==> src/rtl/i2c_cond_pkg.sv <==
package i2c_cond_pkg;

    typedef enum logic [3:0] {
        CS_IDLE,
        CS_WAIT_STOP,
        CS_WAIT_HALF,
        CS_START_LOW,
        CS_HOLD,
        CS_RS_RELEASE,
        CS_RS_RAISE,
        CS_STOP_LOW,
        CS_STOP_RAISE,
        CS_STOP_RELEASE,
        CS_RECOVER
    } cond_state_e;

    typedef struct packed {
        logic sda_low;
        logic scl_low;
    } line_drive_t;

    // Line pulls belonging to each state (1 = pull low)
    function automatic line_drive_t drive_for(cond_state_e s);
        line_drive_t d;
        d = '{sda_low: 1'b0, scl_low: 1'b0};
        unique case (s)
            CS_START_LOW:  d = '{sda_low: 1'b1, scl_low: 1'b0};
            CS_HOLD:       d = '{sda_low: 1'b0, scl_low: 1'b1};
            CS_RS_RELEASE: d = '{sda_low: 1'b0, scl_low: 1'b1};
            CS_STOP_LOW:   d = '{sda_low: 1'b1, scl_low: 1'b1};
            CS_STOP_RAISE: d = '{sda_low: 1'b1, scl_low: 1'b0};
            CS_IDLE, CS_WAIT_STOP, CS_WAIT_HALF, CS_RS_RAISE,
            CS_STOP_RELEASE, CS_RECOVER:
                d = '{sda_low: 1'b0, scl_low: 1'b0};
            default:       d = '{sda_low: 1'b0, scl_low: 1'b0};
        endcase
        return d;
    endfunction

endpackage

==> src/rtl/i2c_cond_busmon.sv <==
module i2c_cond_busmon #(
    parameter int SYNC_STAGES = 2
) (
    input  logic clk,
    input  logic rst_n,
    input  logic sda_in,
    input  logic scl_in,
    input  logic busy_clr,
    output logic stop_det,
    output logic bus_busy
);

    localparam int LAST = SYNC_STAGES - 1;

    logic [SYNC_STAGES-1:0] sda_pipe;
    logic [SYNC_STAGES-1:0] scl_pipe;
    logic                   sda_prev;
    logic                   scl_prev;
    logic                   start_det;

    // Synchroniser chain, idle-high reset values
    generate
        for (genvar g = 0; g < SYNC_STAGES; g++) begin : g_sync
            if (g == 0) begin : g_first
                always_ff @(posedge clk or negedge rst_n) begin
                    if (!rst_n) begin
                        sda_pipe[0] <= 1'b1;
                        scl_pipe[0] <= 1'b1;
                    end else begin
                        sda_pipe[0] <= sda_in;
                        scl_pipe[0] <= scl_in;
                    end
                end
            end else begin : g_rest
                always_ff @(posedge clk or negedge rst_n) begin
                    if (!rst_n) begin
                        sda_pipe[g] <= 1'b1;
                        scl_pipe[g] <= 1'b1;
                    end else begin
                        sda_pipe[g] <= sda_pipe[g-1];
                        scl_pipe[g] <= scl_pipe[g-1];
                    end
                end
            end
        end
    endgenerate

    always_ff @(posedge clk or negedge rst_n) begin
        if (!rst_n) begin
            sda_prev <= 1'b1;
            scl_prev <= 1'b1;
        end else begin
            sda_prev <= sda_pipe[LAST];
            scl_prev <= scl_pipe[LAST];
        end
    end

    // SDA edge while SCL is high on both samples
    always_comb begin
        start_det = sda_prev & ~sda_pipe[LAST] & scl_prev & scl_pipe[LAST];
        stop_det  = ~sda_prev & sda_pipe[LAST] & scl_prev & scl_pipe[LAST];
    end

    always_ff @(posedge clk or negedge rst_n) begin
        if (!rst_n) begin
            bus_busy <= 1'b0;
        end else if (busy_clr || stop_det) begin
            bus_busy <= 1'b0;
        end else if (start_det) begin
            bus_busy <= 1'b1;
        end
    end

endmodule

==> src/rtl/i2c_cond_flags.sv <==
module i2c_cond_flags (
    input  logic clk,
    input  logic rst_n,
    input  logic enable,
    input  logic sto_set,
    input  logic sto_clr,
    input  logic byte_done,
    input  logic is_master,
    input  logic start_done,
    output logic sto_flag,
    output logic bytes_seen
);

    // Stop request: software sets, hardware clears
    always_ff @(posedge clk or negedge rst_n) begin
        if (!rst_n) begin
            sto_flag <= 1'b0;
        end else if (!enable) begin
            sto_flag <= 1'b0;
        end else if (sto_set) begin
            sto_flag <= 1'b1;
        end else if (sto_clr) begin
            sto_flag <= 1'b0;
        end
    end

    // A byte moved since the last START completed
    always_ff @(posedge clk or negedge rst_n) begin
        if (!rst_n) begin
            bytes_seen <= 1'b0;
        end else if (!enable || start_done) begin
            bytes_seen <= 1'b0;
        end else if (byte_done && is_master) begin
            bytes_seen <= 1'b1;
        end
    end

endmodule

==> src/rtl/i2c_cond_fsm.sv <==
module i2c_cond_fsm
    import i2c_cond_pkg::*;
(
    input  logic clk,
    input  logic rst_n,
    input  logic enable,
    input  logic sta,
    input  logic sto_flag,
    input  logic bytes_seen,
    input  logic bus_busy,
    input  logic stop_det,
    input  logic half_tick,
    output logic sda_oe,
    output logic scl_oe,
    output logic is_master,
    output logic start_done,
    output logic sto_clr,
    output logic slave_rst
);

    cond_state_e st, st_nxt;
    logic        master_nxt;
    line_drive_t drv;

    // Next-state logic
    always_comb begin
        st_nxt = st;
        if (!enable) begin
            st_nxt = CS_IDLE;
        end else begin
            unique case (st)
                CS_IDLE: begin
                    if (sto_flag)      st_nxt = CS_RECOVER;
                    else if (sta)      st_nxt = bus_busy ? CS_WAIT_STOP : CS_START_LOW;
                end
                CS_WAIT_STOP: begin
                    if (sto_flag)      st_nxt = CS_RECOVER;
                    else if (!sta)     st_nxt = CS_IDLE;
                    else if (stop_det) st_nxt = CS_WAIT_HALF;
                end
                CS_WAIT_HALF: begin
                    if (sto_flag)       st_nxt = CS_RECOVER;
                    else if (bus_busy)  st_nxt = CS_WAIT_STOP;
                    else if (half_tick) st_nxt = sta ? CS_START_LOW : CS_IDLE;
                end
                CS_START_LOW: begin
                    if (half_tick)     st_nxt = CS_HOLD;
                end
                CS_HOLD: begin
                    if (sto_flag)                st_nxt = CS_STOP_LOW;
                    else if (sta && bytes_seen)  st_nxt = CS_RS_RELEASE;
                end
                CS_RS_RELEASE: begin
                    if (half_tick)     st_nxt = CS_RS_RAISE;
                end
                CS_RS_RAISE: begin
                    if (half_tick)     st_nxt = CS_START_LOW;
                end
                CS_STOP_LOW: begin
                    if (half_tick)     st_nxt = CS_STOP_RAISE;
                end
                CS_STOP_RAISE: begin
                    if (half_tick)     st_nxt = CS_STOP_RELEASE;
                end
                CS_STOP_RELEASE: begin
                    if (stop_det)      st_nxt = CS_WAIT_HALF;
                end
                CS_RECOVER: begin
                    st_nxt = CS_IDLE;
                end
                default: st_nxt = CS_IDLE;
            endcase
        end
    end

    always_comb begin
        master_nxt = is_master;
        if (!enable)
            master_nxt = 1'b0;
        else if (st == CS_START_LOW && half_tick)
            master_nxt = 1'b1;
        else if (st == CS_STOP_RELEASE && stop_det)
            master_nxt = 1'b0;
    end

    // State register
    always_ff @(posedge clk or negedge rst_n) begin
        if (!rst_n) begin
            st        <= CS_IDLE;
            is_master <= 1'b0;
        end else begin
            st        <= st_nxt;
            is_master <= master_nxt;
        end
    end

    // Outputs decoded from the state
    always_comb begin
        drv        = drive_for(st);
        sda_oe     = drv.sda_low;
        scl_oe     = drv.scl_low;
        start_done = enable && (st == CS_START_LOW) && half_tick;
        sto_clr    = (st == CS_RECOVER) || ((st == CS_STOP_RELEASE) && stop_det);
        slave_rst  = (st == CS_RECOVER);
    end

endmodule

==> src/rtl/i2c_cond_ctrl.sv <==
module i2c_cond_ctrl #(
    parameter int SYNC_STAGES = 2
) (
    input  logic clk,
    input  logic rst_n,
    input  logic enable,
    input  logic sta,
    input  logic sto_set,
    input  logic byte_done,
    input  logic half_tick,
    input  logic sda_in,
    input  logic scl_in,
    output logic sda_oe,
    output logic scl_oe,
    output logic is_master,
    output logic bus_busy,
    output logic sto_flag,
    output logic slave_rst
);

    logic stop_det;
    logic bytes_seen;
    logic start_done;
    logic sto_clr;

    i2c_cond_busmon #(.SYNC_STAGES(SYNC_STAGES)) busmon_i (
        .clk      (clk),
        .rst_n    (rst_n),
        .sda_in   (sda_in),
        .scl_in   (scl_in),
        .busy_clr (slave_rst),
        .stop_det (stop_det),
        .bus_busy (bus_busy)
    );

    i2c_cond_flags flags_i (
        .clk        (clk),
        .rst_n      (rst_n),
        .enable     (enable),
        .sto_set    (sto_set),
        .sto_clr    (sto_clr),
        .byte_done  (byte_done),
        .is_master  (is_master),
        .start_done (start_done),
        .sto_flag   (sto_flag),
        .bytes_seen (bytes_seen)
    );

    i2c_cond_fsm fsm_i (
        .clk        (clk),
        .rst_n      (rst_n),
        .enable     (enable),
        .sta        (sta),
        .sto_flag   (sto_flag),
        .bytes_seen (bytes_seen),
        .bus_busy   (bus_busy),
        .stop_det   (stop_det),
        .half_tick  (half_tick),
        .sda_oe     (sda_oe),
        .scl_oe     (scl_oe),
        .is_master  (is_master),
        .start_done (start_done),
        .sto_clr    (sto_clr),
        .slave_rst  (slave_rst)
    );

endmodule

==> config.mk <==
export PLATFORM = sky130hd
export DESIGN_NAME = i2c_cond_ctrl
export DESIGN_NICKNAME = d
export VERILOG_FILES = /design/src/rtl/i2c_cond_pkg.sv /design/src/rtl/i2c_cond_busmon.sv /design/src/rtl/i2c_cond_flags.sv /design/src/rtl/i2c_cond_fsm.sv /design/src/rtl/i2c_cond_ctrl.sv
export SDC_FILE = /design/constraint.sdc
export NUM_CORES = 1
export LEC_CHECK = 0
export ABC_AREA = 1
export BUFFER_PORTS_ARGS = -buffer_cell sky130_fd_sc_hd__buf_4
export CAP_MARGIN = 20
export CORE_ASPECT_RATIO = 0.9
export CORE_UTILIZATION = 25
export DETAILED_ROUTE_END_ITERATION = 8
export GPL_ROUTABILITY_DRIVEN = 0
export HOLD_SLACK_MARGIN = 0.03
export PLACE_DENSITY = 0.47
export REMOVE_ABC_BUFFERS = 1
export SYNTH_ARGS = -nofsm -noshare
export SYNTH_HDL_FRONTEND = slang
export SYNTH_SLANG_ARGS = --single-unit
==> constraint.sdc <==
create_clock -name clk -period 3.4 [get_ports clk]
set_clock_uncertainty 0.2 [all_clocks]
set_input_delay 0.68 -clock clk [delete_from_list [all_inputs] [get_ports clk]]
set_output_delay 0.68 -clock clk [all_outputs]
set_load 0.005 [all_outputs]
==> summary.md <==
| Metric | Value |
|---|---|
| Critical Path Max Stage Delay | 0.41 ns |
| HPWL after DPL | about 1700 µm |
| Flop-to-flop setup slack | 1.68 ns |
| Gr ovfl total | 0 |
| Post-route ant nets | 0 |
| Vias | 881 |
| Wire per inst | ~11 µm |
| Post-layout util | around 34% |
| Die Ht | 57.8 µm |
| Min-delay worst type | input pin to async pin |
| CTS root buffer | clkbuf_8 |
| Fmax | ~0.43 GHz |
| Final Critical Period | between 2 and 2.5 ns |
| Crit-path max FO | 5 |
| Post-CTS setup buffer count | 0 |
| Critical Path RT | 2.52 ns |
| Final TNS setup | 0 ns |
| Largest net degree at the start of global routing | 15 |
| CP Launch Type | flip-flop |
| Row count | 19 |
| Drt drc | 0 |
| Fraction of layout cells with a size suffix above 1 | 20.7% |
| Routed WL | roughly 2100 µm |
| IO buf count | 14 |
| First DRT Iteration DRCs | between 50 and 60 |
| CP arrival | 1.47 ns |
| Tcrit/Tclk final | between 60% and 70% |
| Critical path class | flip-flop to output port |
| Sequential power share | between 30 and 40% |
| Register area | around 360 µm² |
| Vias/cell | around 4.6 |
| Switching share of power | between 40% and 50% |
| Initial Util | 27.3% |
| First-pass GRT wire length | ~3600 µm |
| Pre-antenna DRT Iters | 4 |
| Antenna fix cells | 0 |
| Post_cts resized | 0 |
| Initial antenna violation count | 0 |
| Critical path's slowest cell | dfrtp_1 |
| Synth Register Bits | 14 |
| Max-Cap Viols | 0 |
| All-Layer GR Usage | roughly 13% |
| RSZ-0062 raised after global routing | no |
| Final setup violating endpoints | 0 |
| Sw Pwr | roughly 0.27 mW |
| CTS tree | yes |
| Slew Limit Fails | 0 |
| Relative slew margins | 71.3% |
| H-tree depth | 1 |
| Worst Max-Slew Pin Slew | approximately 0.43 ns |
| Clock slew at reported path FFs | 0.06 ns |
| CTS max path bufs | 2 |
| Die Span X | roughly 64 µm |
| Clock power share | between 20 and 25% |
| Combinational share of power | about 44% |
| PnR worst setup slack | 1.05 ns |
| Nets | ~160 |
| Int Power | roughly 0.38 mW |
| Final Hold Viols | 0 |
| Mapped Cells | between 100 and 150 |
| Lkg Pwr | between 0.5 and 0.6 nW |
| CTS buffer count | 3 |
| Sink Count | 14 |
| Synth cell types | 18 |
| Synth-to-layout area growth | 23.0% |
| Post-CTS Hold Buffers | 0 |
| Post-synth design cell area | 863 µm² |
| Max IR drop VDD | roughly 0.30 mV |
| Pwr per Cell Area | ~600 nW/µm² |
| Pre-CTS setup slack | approximately 1.3 ns |
| Critical path cell sequence | inv_1 -> nor2_1 -> inv_1 -> nor2_1 -> buf_4 |
| Filler instances | between 300 and 400 |
| YS warnings | 0 |
| Avg Cell Area, Syn | between 6 and 7 µm² |
| Worst-Skew Late Latency | approximately 0.24 ns |
| Area occupied by multi-input gates | roughly 430 µm² |
| Sequential share of the synthesized area | about two fifths |
| Worst Hold Slack | ~0.075 ns |
| Status | complete, no violations |
| Vias in the first global route | 780 |
| I/O pin cnt | 15 |
| Core Footprint | 3160 µm² |
| Crit. End Element | output port |
| Die ar. | between 3000 and 4000 µm² |
[layout make-up]
cell class	count	share of cell area, %
flip-flops and latches	14	33.7
clock buffers	3	3.89
repair buffers	14	9.89
multi-input cells	98	40.2
inverters	21	7.42
well taps	42	4.95
[metrics by stage]
| stage | power (mW) | cells | cell area (µm²) |
|---|---|---|---|
| after floorplan | 0.423 | 133 | 863 |
| after global placement | 0.521 | 189 | 1020 |
| after detailed placement | 0.515 | 189 | 1020 |
| after CTS | 0.647 | 192 | 1060 |
| after global routing | 0.703 | 192 | 1060 |
| final | 0.646 | 192 | 1060 |
[routing by layer]
metal | vias up | track usage, % | wire length [µm]
li1 | 447 | - | -
met1 | 391 | 19.3 | 1020
met2 | 39 | 17.2 | 805
met3 | 4 | 3.15 | 205
met4 | 0 | 3.57 | 36
met5 | - | 0 | 0
[worst max-delay path, delay by kind of cell (launching register included)]
kind / cells / cell delay [ns]
AND/OR/NAND/NOR: 2 / 0.48
flip-flops: 1 / 0.41
buffers and inverters: 3 / 0.34
[power by group through the flow]
stage | Clock (mW) | Combinational [mW] | Sequential [mW]
after floorplan | 0 | 0.196 | 0.227
after global placement | 0 | 0.285 | 0.236
after CTS | 0.133 | 0.280 | 0.234
after global routing | 0.142 | 0.320 | 0.241
final | 0.130 | 0.281 | 0.235
after detailed placement | 0 | 0.278 | 0.237
[cells in the final DEF (no fill, tap or decap), drive strengths merged, types with 3 or more instances in the layout]
master	netlist	layout
nand2	41	41
nor2	28	28
inv	20	20
buf	0	14
nand3	11	11
dfrtp	8	8
a21oi	7	7
dfstp	6	6
o21ai	6	6
clkbuf	0	3
[state kept, by name, indices dropped and copies added (netlist names)]
register            flops
flags_i.bytes_seen      1
busmon_i.sda_pipe       2
fsm_i.st                4
busmon_i.bus_busy       1
busmon_i.sda_prev       1
busmon_i.scl_pipe       2
flags_i.sto_flag        1
fsm_i.is_master         1
busmon_i.scl_prev       1
[cells in the mapped netlist, drive strengths merged]
cell | instances | share of area [%]
dfstp | 6 | 18
inv | 20 | 8.7
o21ai | 6 | 3.5
nand3b | 1 | 0.87
nor3 | 1 | 0.58
clkinv | 1 | 0.43
a31oi | 1 | 0.73
dfrtp | 8 | 23
nand4 | 1 | 0.73
nand3 | 11 | 6.4
a21oi | 7 | 4.1
o211ai | 1 | 0.87
nand2 | 41 | 18
nor2 | 28 | 14
[cells by family after synthesis]
| logic type | share of synthesized area, % |
|---|---|
| buffers and inverters | 9.13 |
| AO/OA/AOI/OAI | 9.13 |
| flip-flops | 41.4 |
| AND/OR/NAND/NOR | 40.3 |
[worst paths after layout]
| check | end | start | cells after the start |
|---|---|---|---|
| min reg2reg | busmon_i.sda_pipe[1] | busmon_i.sda_pipe[0] | 0 |
| min in group clk | busmon_i.sda_pipe[1] | busmon_i.sda_pipe[0] | 0 |
| max reg2reg | fsm_i.st[2] | fsm_i.st[0] | 8 |
| max in group asynchronous | busmon_i.sda_pipe[0] | rst_n | 1 |
| min | busmon_i.bus_busy | rst_n | 1 |
| max | slave_rst | fsm_i.st[1] | 5 |
Note: power is estimated with default switching activity, not from simulation.
